**src/rtl/nmi_pkg.sv**
```systemverilog
package nmi_pkg;
  typedef enum logic {EDGE_FALL = 1'b0, EDGE_RISE = 1'b1} edge_pol_e;

  localparam int MODE_W       = 8;
  localparam int STAT_PEND_IX = 7;

  // True when the filtered level moved in the selected direction.
  function automatic logic edge_hit(input logic cur, input logic prev,
                                    input edge_pol_e pol);
    return (cur != prev) && (cur == logic'(pol));
  endfunction

  // True when the disagreement counter has seen lim consecutive cycles.
  function automatic logic filt_done(input logic [31:0] cnt,
                                     input logic [31:0] lim);
    return (cnt + 32'd1) >= lim;
  endfunction
endpackage

```
**src/rtl/nmi_sync_filter.sv**
```systemverilog
module nmi_sync_filter #(
  parameter int FILT_CYC    = 4,
  parameter int SYNC_STAGES = 2
) (
  input  logic clk,
  input  logic rst_n,
  input  logic pin,
  output logic filt_lvl
);
  import nmi_pkg::*;
  localparam int CW = $clog2(FILT_CYC + 1);

  logic [SYNC_STAGES-1:0] sh;
  logic                   sync_lvl;
  logic [CW-1:0]          cnt;

  always_ff @(posedge clk or negedge rst_n) begin
    if (!rst_n) sh <= '0;
    else        sh <= {sh[SYNC_STAGES-2:0], pin};
  end
  assign sync_lvl = sh[SYNC_STAGES-1];

  always_ff @(posedge clk or negedge rst_n) begin
    if (!rst_n) begin
      filt_lvl <= 1'b0;
      cnt      <= '0;
    end else if (sync_lvl == filt_lvl) begin
      cnt <= '0;
    end else if (filt_done(32'(cnt), 32'(FILT_CYC))) begin
      filt_lvl <= sync_lvl;
      cnt      <= '0;
    end else begin
      cnt <= cnt + 1'b1;
    end
  end
endmodule

```
**src/rtl/nmi_mode_reg.sv**
```systemverilog
module nmi_mode_reg
  import nmi_pkg::*;
#(
  parameter int BW = $clog2(MODE_W)
) (
  input  logic          clk,
  input  logic          rst_n,
  input  logic          wr,
  input  logic          bitop,
  input  logic [BW-1:0] bitpos,
  input  logic [MODE_W-1:0] wdata,
  output edge_pol_e     pol,
  output logic [MODE_W-1:0] rdata,
  output logic          sel_wr_ev
);
  logic sel_q;

  assign sel_wr_ev = wr && (!bitop || (bitpos == '0));

  always_ff @(posedge clk or negedge rst_n) begin
    if (!rst_n)         sel_q <= 1'b0;
    else if (sel_wr_ev) sel_q <= wdata[0];
  end

  assign pol   = edge_pol_e'(sel_q);
  assign rdata = {{(MODE_W-1){1'b0}}, sel_q};
endmodule

```
**src/rtl/nmi_edge_det.sv**
```systemverilog
module nmi_edge_det
  import nmi_pkg::*;
(
  input  logic      clk,
  input  logic      rst_n,
  input  logic      filt_lvl,
  input  edge_pol_e pol,
  input  logic      resync,
  input  logic      pend,
  output logic      edge_ev,
  output logic      req
);
  logic filt_d;

  // The delayed copy tracks the filtered level; a mode write masks its cycle.
  always_ff @(posedge clk or negedge rst_n) begin
    if (!rst_n) filt_d <= 1'b0;
    else        filt_d <= filt_lvl;
  end

  assign edge_ev = edge_hit(filt_lvl, filt_d, pol);
  assign req     = edge_ev && !pend && !resync;
endmodule

```
**src/rtl/nmi_pend_ctrl.sv**
```systemverilog
module nmi_pend_ctrl
  import nmi_pkg::*;
#(
  parameter int REQ_W = 8
) (
  input  logic             clk,
  input  logic             rst_n,
  input  logic             set_ev,
  input  logic             clr_ev,
  input  logic [REQ_W-1:0] req_in,
  output logic             pend,
  output logic [7:0]       stat_byte,
  output logic [REQ_W-1:0] req_out
);
  always_ff @(posedge clk or negedge rst_n) begin
    if (!rst_n)      pend <= 1'b0;
    else if (set_ev) pend <= 1'b1;
    else if (clr_ev) pend <= 1'b0;
  end

  always_comb begin
    stat_byte               = '0;
    stat_byte[STAT_PEND_IX] = pend;
  end

  assign req_out = pend ? '0 : req_in;
endmodule

```
**src/rtl/nmi_edge_ctrl.sv**
```systemverilog
module nmi_edge_ctrl
  import nmi_pkg::*;
#(
  parameter int FILT_CYC = 4,
  parameter int REQ_W    = 8
) (
  input  logic             clk,
  input  logic             rst_n,
  input  logic             nmi_pin,
  input  logic             reg_wr,
  input  logic             reg_bitop,
  input  logic [2:0]       reg_bitpos,
  input  logic [7:0]       reg_wdata,
  output logic [7:0]       reg_rdata,
  input  logic             nmi_return,
  output logic             nmi_req,
  output logic [7:0]       stat_byte,
  input  logic [REQ_W-1:0] req_in,
  output logic [REQ_W-1:0] req_out
);
  logic      filt_lvl;
  logic      mode_wr_ev;
  logic      edge_ev;
  logic      pend;
  edge_pol_e pol;

  nmi_sync_filter #(.FILT_CYC(FILT_CYC), .SYNC_STAGES(2)) u_filt (
    .clk(clk), .rst_n(rst_n), .pin(nmi_pin), .filt_lvl(filt_lvl)
  );

  nmi_mode_reg #(.BW(3)) u_mode (
    .clk(clk), .rst_n(rst_n), .wr(reg_wr), .bitop(reg_bitop),
    .bitpos(reg_bitpos), .wdata(reg_wdata), .pol(pol),
    .rdata(reg_rdata), .sel_wr_ev(mode_wr_ev)
  );

  nmi_edge_det u_edge (
    .clk(clk), .rst_n(rst_n), .filt_lvl(filt_lvl), .pol(pol),
    .resync(mode_wr_ev), .pend(pend), .edge_ev(edge_ev), .req(nmi_req)
  );

  nmi_pend_ctrl #(.REQ_W(REQ_W)) u_pend (
    .clk(clk), .rst_n(rst_n), .set_ev(nmi_req), .clr_ev(nmi_return),
    .req_in(req_in), .pend(pend), .stat_byte(stat_byte), .req_out(req_out)
  );
endmodule

```
**config.mk**
```make
export PLATFORM = sky130hd
export DESIGN_NAME = nmi_edge_ctrl
export DESIGN_NICKNAME = d
export VERILOG_FILES = /design/src/rtl/nmi_pkg.sv /design/src/rtl/nmi_sync_filter.sv /design/src/rtl/nmi_mode_reg.sv /design/src/rtl/nmi_edge_det.sv /design/src/rtl/nmi_pend_ctrl.sv /design/src/rtl/nmi_edge_ctrl.sv
export SDC_FILE = /design/constraint.sdc
export NUM_CORES = 1
export LEC_CHECK = 0
export ABC_AREA = 0
export BUFFER_PORTS_ARGS = -buffer_cell sky130_fd_sc_hd__buf_2
export CAP_MARGIN = 20
export CORE_MARGIN = 1.5
export CORE_UTILIZATION = 38
export DETAILED_ROUTE_END_ITERATION = 8
export PLACE_DENSITY = 0.84
export SLEW_MARGIN = 20
export SYNTH_ARGS = -nofsm -noshare
export SYNTH_HDL_FRONTEND = slang
export SYNTH_SLANG_ARGS = --single-unit
```
**constraint.sdc**
```tcl
create_clock -name clk -period 3.3 [get_ports clk]
set_input_delay 0.165 -clock clk [delete_from_list [all_inputs] [get_ports clk]]
set_output_delay 0.165 -clock clk [all_outputs]
set_load 0.01 [all_outputs]
```
==> summary.txt, run 1 <==
STA
  – Final Hold Fails: 0
  – Final Critical Period: 1.44 ns
  – Fmax: 696 MHz
  – Slew Limit Fails: 0
  – Hold slack: 0.142 ns
  – Clock skew: 0.00390 ns
  – Period Utilization, post-route: 43.5%
  – Final Setup Violations: 0
  – RSZ-0062 raised after global routing: false
  – Setup TNS Final: 0 ns
  – Final setup margin: 1.86 ns

Synthesis
  – Simple-gate share of the synthesized area: 18.6%
  – Complex-gate fraction of the synthesized area: 6.50%
  – Post-synthesis cell type count: 19
  – Synth top area share: 41.8%
  – Cell Area, Synth: 539 sq um
  – Cells after Synth: 52
  – Post-Synth XOR/XNOR Area: 1.62%
  – Yosys top cell by area: dfrtp_1
  – Synth warn: 0
  – Largest family of logic cells by synthesized area: buffers and inverters
  – Synth Register Bits: 9
  – Multiplexer share of the synthesized area: 5.57%
  – Seq/Total Area, Yosys: 41.8%
  – Ranking of synthesized cells by area: dfrtp_1, buf_4, nor2b_1
  – Syn Area/Cell: 10.4 sq um
  – Synth Area in Adders: 2.32%

Critical path
  – Setup crit end kind: output port
  – CP Launch Type: flip-flop
  – Req. time, crit path: 3.13 ns
  – Worst Path Max Fanout: 5
  – Setup CP Type: reg -> out
  – Data arrival time of the critical path: 1.27 ns

Power
  – Pwr Density: 452 nW/um^2
  – Peak VDD IR: 0.233 mV
  – Tot Pwr: 0.000305 W
  – LEAKAGE: 0.390 nW

Global routing
  – GRT Total Usage: 11.7%
  – Vias in the first global route: 329
  – Initial antenna violation count: 0
  – Largest net degree at the start of global routing: 13
  – Gr ovfl total: 0
  – First-pass GRT wire length: 1.19 mm

Route
  – First-pass DRT Iterations: 2
  – DRT Wirelength: 876 um
  – Wirelength per Cell: 8.94 um
  – Via count: 414
  – Vias per Instance: 4.22
  – Residual DRC count: 0
  – Detailed Route Iter0 Violations: 3
  – Routed Antenna Nets: 0

CTS
  – CTS tree: done
  – Clk Latency, worst-skew pair: 0.26 ns
  – Clk pin slew, worst setup/hold paths: 0.06 ns
  – Clock Root Buffer: clkbuf_4
  – Resized cells post-CTS: 0
  – Clock Path Buffers: 2
  – Clk sinks: 9
  – TritonCTS Buffers: 3
  – H-tree depth: 1

Floorplan
  – Height of the die: 40.7 um
  – Initial Utilization: 40.9%
  – Die area: 1650 sq um
  – IO Pins: 50
  – CORE AREA: 1320 sq um
  – Die W: 40.7 um
  – Row count: 13

Run
  – # Max-Cap Violations: 0

Place
  – Pre-CTS setup slack: 1.98 ns
  – Placer Congestion: 0.633
  – PortBufs: 28
  – Placed insts: 92
  – Final HPWL DP: 734 um

Min path
  – Worst hold-check path type: in -> reg

Final layout
  – Commonest cells after routing, fill and taps aside: buf_2, conb_1, dfrtp_1
  – Synthesis-to-finish area growth: 25.1%
  – Layout Cells excl Fill: 98
  – Layout Nets: 110
  – Share of cells above drive strength 1: 43.4%
  – Diode count: 0
  – Commonest non-fill, non-tap cell in the layout: buf_2

Run status
  – Status: completed
[final cells by class]
type | count | area (sq um)
fill | 125 | 643
multi-input combinational | 40 | 243
sequential | 9 | 225
timing repair buffer | 30 | 160
clock buffer | 3 | 22.5
tap | 15 | 18.8
clock inverter | 1 | 5.00
[routing by layer]
layer,GRT usage [%],part of all wire [%],up-vias
met1,11.7,37,195
met3,1.63,5.5,0
met5,0,0,-
met4,12.5,0,0
met2,19.8,58,20
li1,-,-,199
[what timing repair did]
item / in CTS / in global routing
setup buffers: 0 / 0
hold buffers: 2 / 0
endpoints found under the hold margin: 10 / 0
[cell families (layout without fill, tap and decap cells)]
| kind of cell | after synthesis | after routing |
|---|---|---|
| simple gates | 16 | 16 |
| xor+xnor | 1 | 1 |
| flops | 9 | 9 |
| compound gates | 5 | 5 |
| mux | 2 | 2 |
| other cells | 1 | 15 |
| fa+ha+maj | 1 | 1 |
| buf+inv | 17 | 34 |
[cells in the mapped netlist]
| library cell | n |
|---|---|
| nor2b_1 | 8 |
| dfrtp_1 | 9 |
| a21boi_1 | 1 |
| xor2_1 | 1 |
| conb_1 | 1 |
| buf_4 | 16 |
| ha_1 | 1 |
| and3_2 | 1 |
| a21o_1 | 1 |
| clkbuf_1 | 1 |
| o31ai_1 | 2 |
| and3b_1 | 1 |
| nand2b_1 | 1 |
| and2_2 | 1 |
| a21oi_1 | 1 |
| nor3b_1 | 1 |
| nor2_1 | 2 |
| nor3_1 | 1 |
| mux2_4 | 2 |
[flip-flops by register name (all words and copies together), names as in the netlist]
| signal | cells |
|---|---|
| u_filt.sh | 2 |
| u_filt.cnt | 3 |
| u_mode.pol | 1 |
| u_pend.pend | 1 |
| u_edge.filt_d | 1 |
| u_filt.filt_lvl | 1 |
[path summary, 6_finish.rpt]
check | slack, ns | startpoint | endpoint | cells after the start
max | 1.86 | u_filt.filt_lvl | nmi_req | 4
min | 0.14 | reg_wdata[0] | u_mode.pol | 2
max reg2reg | 1.97 | u_filt.cnt[0] | u_filt.filt_lvl | 4
min reg2reg | 0.35 | u_filt.sh[0] | u_filt.sh[1] | 0
max in group asynchronous | 2.85 | rst_n | u_mode.pol | 2
min in group asynchronous | 0.28 | rst_n | u_filt.cnt[2] | 2
[critical path, stage by stage, from the launching register on]
cell	delay, ns
dfrtp_1	0.43
and3b_1	0.20
a21oi_1	0.17
nor3_1	0.06
buf_2	0.15
[through the flow]
stage | util (%) | area, sq um
6_report | 51.2 | 674
5_1_grt | 51.2 | 674
4_1_cts | 51.2 | 674
3_5_place_dp | 47.6 | 627
3_3_place_gp | 47.6 | 627
2_1_floorplan | - | 592
[where the power goes]
part | internal [W] | total, W | switching, W
combinational | 0.0000413 | 0.0000834 | 0.0000420
clock | 0.0000447 | 0.0000836 | 0.0000389
sequential | 0.000122 | 0.000138 | 0.0000158
No activity file was read; power rests on OpenSTA's default activity.
==> run 2, diff against run 1 <==
--- a/config.mk
+++ b/config.mk
@@ -9,9 +9,9 @@
 export BUFFER_PORTS_ARGS = -buffer_cell sky130_fd_sc_hd__buf_2
 export CAP_MARGIN = 20
 export CORE_MARGIN = 1.5
-export CORE_UTILIZATION = 38
+export CORE_UTILIZATION = 32
 export DETAILED_ROUTE_END_ITERATION = 8
-export PLACE_DENSITY = 0.84
+export PLACE_DENSITY = 0.76
 export SLEW_MARGIN = 20
 export SYNTH_ARGS = -nofsm -noshare
 export SYNTH_HDL_FRONTEND = slang
==> constraint.sdc (replaced) <==
create_clock -name clk -period 1.3 [get_ports clk]
set_input_delay 0.065 -clock clk [delete_from_list [all_inputs] [get_ports clk]]
set_output_delay 0.065 -clock clk [all_outputs]
set_load 0.01 [all_outputs]
==> run 2 against run 1 <==
Against the previous run: critical path depth did not move; wire length rose by 11%; highest routed layer unchanged; flip-flop and latch count did not move; total power rose to 2.6 times the previous value; largest cell class unchanged; design area rose by 5.6%; sequential share of layout area fell by 1.8 points; largest power group unchanged.
==> summary.txt, run 2 (synthesis gave the netlist of run 1 again) <==
Run status
  – Status: completed

Critical path
  – CP top delay family: flip-flops
  – Worst Path Max Fanout: 2
  – CP Launch Type: flip-flop
  – R2r startpoint: u_filt.cnt[0]
  – Crit-path max cell delay: 0.38 ns
  – R2R Path End: u_filt.filt_lvl
  – Worst Path Buf+Inv: 0
  – Setup CP Type: reg -> reg
  – CP max stage cell: dfrtp_1
  – Req. time, crit path: 1.44 ns
  – Worst setup path startpoint: u_filt.cnt[0]
  – Data arrival time of the critical path: 1.43 ns
  – CP Cell Sequence: ha_2 > a21boi_1 > a21o_1 > mux2_4
  – Worst reg-to-reg setup slack: 0.02 ns
  – Setup crit end kind: flip-flop
  – R2R depth: 4

Final layout
  – Share of cells above drive strength 1: 48.3%
  – Fillers: 153
  – Largest registers: u_filt.cnt (3), u_filt.sh (2)
  – Commonest non-fill, non-tap cell in the layout: buf_2
  – Final core area utilization: 46.2%
  – Diode count: 0
  – Final Instance Area: 712 sq um
  – Max reg flops: 3
  – Layout Nets: 114
  – Commonest cells after routing, fill and taps aside: buf_2, conb_1, dfrtp_1
  – Synthesis-to-finish area growth: 32.0%
  – Largest reg by FF count: u_filt.cnt

Global routing
  – GRT Total Usage: 10.4%
  – Met2 GRT Util: 18.2%
  – Vias in the first global route: 370
  – Largest net degree at the start of global routing: 13
  – First-pass GRT wire length: 1.44 mm
  – Met3 Track Usage GR: 0.408%
  – Gr ovfl total: 0
  – Initial antenna violation count: 0
  – Most used routing layer: met2
  – GR Util met1: 10.6%

Min path
  – Worst hold-check path type: in -> reg
  – Worst hold endpoint: u_mode.pol
  – HP Start: reg_wdata[0]
  – Hold path cells: 2

CTS
  – H-tree depth: 1
  – TritonCTS Buffers: 3
  – Clk Latency, worst-skew pair: 0.26 ns
  – Clk sinks: 9
  – CTS tree: done
  – Clk pin slew, worst setup/hold paths: 0.06 ns
  – Clock Root Buffer: clkbuf_4
  – Clock Path Buffers: 2

Floorplan
  – Height of the die: 44.1 um
  – Die W: 44.1 um
  – Die area: 1940 sq um
  – Row count: 14
  – IO Pins: 50
  – CORE AREA: 1540 sq um
  – Initial Utilization: 35.0%

Place
  – Placement Cell Area: 636 sq um
  – Placer Congestion: 0.665
  – PortBufs: 28

Power
  – Internal power: 0.000548 W
  – Sw power: 0.000254 W
  – Peak VDD IR: 0.582 mV
  – Pwr Density: 1130 nW/um^2
  – Flop pwr share: 43.2%
  – LEAKAGE: 0.407 nW
  – Gate power share: 30.1%
  – Clock power frac: 26.7%
  – Sw frac: 31.7%

STA
  – Final Setup Violations: 0
  – Final Critical Period: 1.28 ns
  – Final Hold Fails: 0
  – Fmax: 780 MHz
  – Slew Limit Fails: 0
  – RSZ-0062 raised after global routing: true
  – Period Utilization, post-route: 98.6%
  – Clock skew: 0.00174 ns

Run
  – # Max-Cap Violations: 0

Route
  – Residual DRC count: 0
  – First-pass DRT Iterations: 2
  – Detailed Route Iter0 Violations: 4
  – Wirelength per Cell: 9.44 um
  – Routed Antenna Nets: 0
  – Via count: 414
  – DRT Wirelength: 972 um
  – Vias per Instance: 4.02
## run 2: layout make-up
| class | instances | area (sq um) | area share (%) |
|---|---|---|---|
| Clock buffer | 3 | 22.5 | 3.16 |
| Timing Repair Buffer | 34 | 190 | 26.7 |
| Multi-Input combinational cell | 40 | 249 | 35.0 |
| Clock inverter | 1 | 5.00 | 0.703 |
| Sequential cell | 9 | 225 | 31.6 |
| Tap cell | 16 | 20.0 | 2.81 |
## run 2: how the worst max path moves through the flow
stage                           end  slack, ns  depth (start not counted)
CTS                 u_filt.filt_lvl       0.01                          4
global placement    u_filt.filt_lvl       0.01                          4
finish              u_filt.filt_lvl       0.02                          4
global route                nmi_req      -0.02                          4
detailed placement  u_filt.filt_lvl      -0.02                          4
floorplan           u_filt.filt_lvl       0.02                          4
## run 2: power by group through the flow
stage	Sequential, W	Clock, W	Combinational (W)
floorplan	0.000333	0	0.000184
global placement	0.000352	0	0.000210
detailed placement	0.000356	0	0.000215
CTS	0.000349	0.000224	0.000231
global route	0.000353	0.000246	0.000266
finish	0.000347	0.000214	0.000241
## run 2: what timing repair did
action	in CTS	in global routing
resized for setup	2	0
endpoints found under the setup margin	2	2
buffers inserted	1	2
hold buffers	2	0
pin swaps	1	0
hold endpoints to repair	10	0
## run 2: metal layers
metal  vias to the layer above  wire, um  part of all wire, %
li1                        208         -                    -
met1                       184       365                   38
met2                        22       545                   56
met3                         0        62                  6.4
met4                         0         0                    0
met5                         -         0                    0
## run 2: worst register-to-register path, delay by kind of cell (launching register included)
kind | cells | cell delay [ns]
flip-flops | 1 | 0.38
AO/OA/AOI/OAI | 2 | 0.30
adder cells (fa/ha/maj) | 1 | 0.19
multiplexers | 1 | 0.30
## run 2: through the flow
| stage | hold WS [ns] | worst slack (ns) | total power, W | TNS [ns] | std cells |
|---|---|---|---|---|---|
| 6_report | 0.0415 | 0.0185 | 0.000802 | 0 | 103 |
| 5_1_grt | 0.0328 | -0.0216 | 0.000865 | -0.0400 | 103 |
| 3_5_place_dp | -0.0774 | -0.0201 | 0.000570 | -0.0201 | 94 |
| 2_1_floorplan | -0.231 | 0.0150 | 0.000517 | 0 | 66 |
| 3_3_place_gp | -0.0805 | 0.0128 | 0.000562 | 0 | 94 |
| 4_1_cts | 0.0312 | 0.0145 | 0.000804 | 0 | 101 |
==> run 3, diff against run 2 <==
--- a/config.mk
+++ b/config.mk
@@ -9,9 +9,9 @@
 export BUFFER_PORTS_ARGS = -buffer_cell sky130_fd_sc_hd__buf_2
 export CAP_MARGIN = 20
 export CORE_MARGIN = 1.5
-export CORE_UTILIZATION = 32
+export CORE_UTILIZATION = 35
 export DETAILED_ROUTE_END_ITERATION = 8
-export PLACE_DENSITY = 0.76
+export PLACE_DENSITY = 0.79
 export SLEW_MARGIN = 20
 export SYNTH_ARGS = -nofsm -noshare
 export SYNTH_HDL_FRONTEND = slang
==> constraint.sdc (replaced) <==
create_clock -name clk -period 1.2 [get_ports clk]
set_input_delay 0.06 -clock clk [delete_from_list [all_inputs] [get_ports clk]]
set_output_delay 0.06 -clock clk [all_outputs]
set_load 0.01 [all_outputs]
==> run 3 against run 2 <==
Against the previous run: the flow now finishes with violations (setup timing); clock skew is 0.0027 ns higher; via count is 0.97% lower; first-iteration DRC count is 50% higher; critical path depth stayed put; critical path type unchanged.
==> summary.txt, run 3 (synthesis gave the netlist of run 1 again) <==
Route
  – Routed Antenna Nets: 0
  – M1 wire length: 401 um
  – Wirelength per Cell: 9.74 um
  – DRT Wirelength: 984 um
  – Detailed Route Iter0 Violations: 6
  – Vias per Instance: 4.06
  – Via count: 410
  – Routed met3 length: 81 um
  – Highest metal used: met3
  – Residual DRC count: 0
  – Met2 WL post-DR: 501 um
  – First-pass DRT Iterations: 4

Global routing
  – Largest net degree at the start of global routing: 13
  – Vias in the first global route: 336
  – GRT Total Usage: 10.5%
  – First-pass GRT wire length: 1.43 mm
  – Gr ovfl total: 0
  – Initial antenna violation count: 0

Critical path
  – Worst reg-to-reg setup slack: -0.07 ns
  – R2R Path End: u_filt.filt_lvl
  – Setup CP Type: reg -> reg
  – CP Launch Type: flip-flop
  – CP max stage cell: dfrtp_1
  – R2R depth: 4
  – Data arrival time of the critical path: 1.42 ns
  – Worst Path Max Fanout: 2
  – Req. time, crit path: 1.35 ns
  – R2r startpoint: u_filt.cnt[1]
  – Setup crit end kind: flip-flop
  – CP Cell Sequence: ha_2 > a21boi_1 > a21o_1 > mux2_4
  – Crit-path max cell delay: 0.38 ns

Final layout
  – Largest registers: u_filt.cnt (3), u_filt.sh (2)
  – Largest reg by FF count: u_filt.cnt
  – Fillers: 130
  – Share of cells above drive strength 1: 47.7%
  – Commonest non-fill, non-tap cell in the layout: buf_2
  – Diode count: 0
  – Commonest cells after routing, fill and taps aside: buf_2, conb_1, dfrtp_1
  – Sequential cell area: 225 sq um
  – Synthesis-to-finish area growth: 30.4%
  – Layout Nets: 113
  – Max reg flops: 3
  – Layout Cells excl Fill: 101
  – Area of the multi-input gates: 249 sq um

STA
  – Slew Limit Fails: 0
  – Clock skew: 0.00445 ns
  – RSZ-0062 raised after global routing: true
  – Fmax: 787 MHz
  – Final Hold Fails: 0
  – Period Utilization, post-route: 106%
  – Final setup margin: -0.0703 ns
  – Final Critical Period: 1.27 ns
  – Final Setup Violations: 2

Min path
  – HP Start: reg_wdata[0]
  – Worst hold endpoint: u_mode.pol
  – Worst hold-check path type: in -> reg
  – Hold path cells: 2

Power
  – LEAKAGE: 0.402 nW
  – Sw power: 0.000279 W
  – Pwr Density: 1230 nW/um^2
  – Flop pwr share: 43.6%
  – Tot Pwr: 0.000868 W
  – Peak VDD IR: 0.736 mV
  – Internal power: 0.000589 W
  – Clock power frac: 27.1%
  – Gate power share: 29.3%
  – Sw frac: 32.1%

Floorplan
  – IO Pins: 50
  – Die area: 1790 sq um
  – Initial Utilization: 39.5%
  – CORE AREA: 1370 sq um
  – Die W: 42.3 um
  – Row count: 13
  – Height of the die: 42.3 um

Place
  – Placed insts: 93
  – PortBufs: 28
  – Placer Congestion: 0.645

CTS
  – Clock Path Buffers: 2
  – Clk sinks: 9
  – TritonCTS Buffers: 3
  – CTS tree: done
  – Clk pin slew, worst setup/hold paths: 0.07 ns
  – Clk Latency, worst-skew pair: 0.26 ns
  – H-tree depth: 1
  – Clock Root Buffer: clkbuf_4

Run status
  – Failing checks: setup timing
  – Status: finished with violations

Run
  – # Max-Cap Violations: 0
## run 3: cell count changes in the layout (fill, tap and decap cells not counted), sizes merged
cell and delta:
buf -1
## run 3: repair_timing
item / in CTS / in global routing
gates resized for setup: 1 / 0
buffers inserted: 1 / 1
hold buffers: 2 / 0
endpoints found under the setup margin: 2 / 4
hold endpoints to repair: 10 / 0
pin swaps: 1 / 0
## run 3: how the worst max path moves through the flow
stage	slack, ns	endpoint	from
2_1_floorplan	-0.03	u_filt.filt_lvl	u_filt.cnt[0]
3_3_place_gp	-0.05	u_filt.filt_lvl	u_filt.cnt[1]
3_5_place_dp	-0.06	u_filt.filt_lvl	u_filt.cnt[1]
4_1_cts	-0.08	u_filt.filt_lvl	u_filt.cnt[1]
5_1_grt	-0.12	u_filt.filt_lvl	u_filt.cnt[0]
6_report	-0.07	u_filt.filt_lvl	u_filt.cnt[1]
## run 3: metal layers
metal | GRT usage [%] | vias up
met2 | 17.2 | 24
met4 | 1.88 | 0
met1 | 12.5 | 180
met5 | 0 | -
li1 | - | 206
met3 | 5.17 | 0
## run 3: power by group through the flow
stage	clock (W)	combinational (W)	sequential (W)
2_1_floorplan	0	0.000200	0.000361
6_report	0.000235	0.000254	0.000378
3_5_place_dp	0	0.000230	0.000385
5_1_grt	0.000253	0.000275	0.000383
4_1_cts	0.000243	0.000246	0.000379
3_3_place_gp	0	0.000227	0.000382
## run 3: worst max-delay path: cells and delay by family (launching register included)
family	cells	cell delay, ns
compound gates	2	0.29
fa+ha+maj	1	0.18
flops	1	0.38
mux	1	0.29
## run 3: cell type report
class                   instances  area share, %
repair buffers                 33           26.0
clock buffers                   3           3.20
flip-flops and latches          9           32.0
multi-input cells              40           35.4
clock inverters                 1          0.712
well taps                      15           2.67
## run 3: through the flow
step           hold WS [ns]  setup WS [ns]  util, %  cell area (sq um)  setup TNS [ns]
2_1_floorplan        -0.236        -0.0311        -                594         -0.0311
3_3_place_gp        -0.0841        -0.0484     46.6                637         -0.0484
6_report             0.0347        -0.0703     51.5                703          -0.123
5_1_grt              0.0243         -0.124     51.5                703          -0.218
3_5_place_dp        -0.0839        -0.0647     46.6                637         -0.0647
4_1_cts              0.0294        -0.0762     50.9                696          -0.137
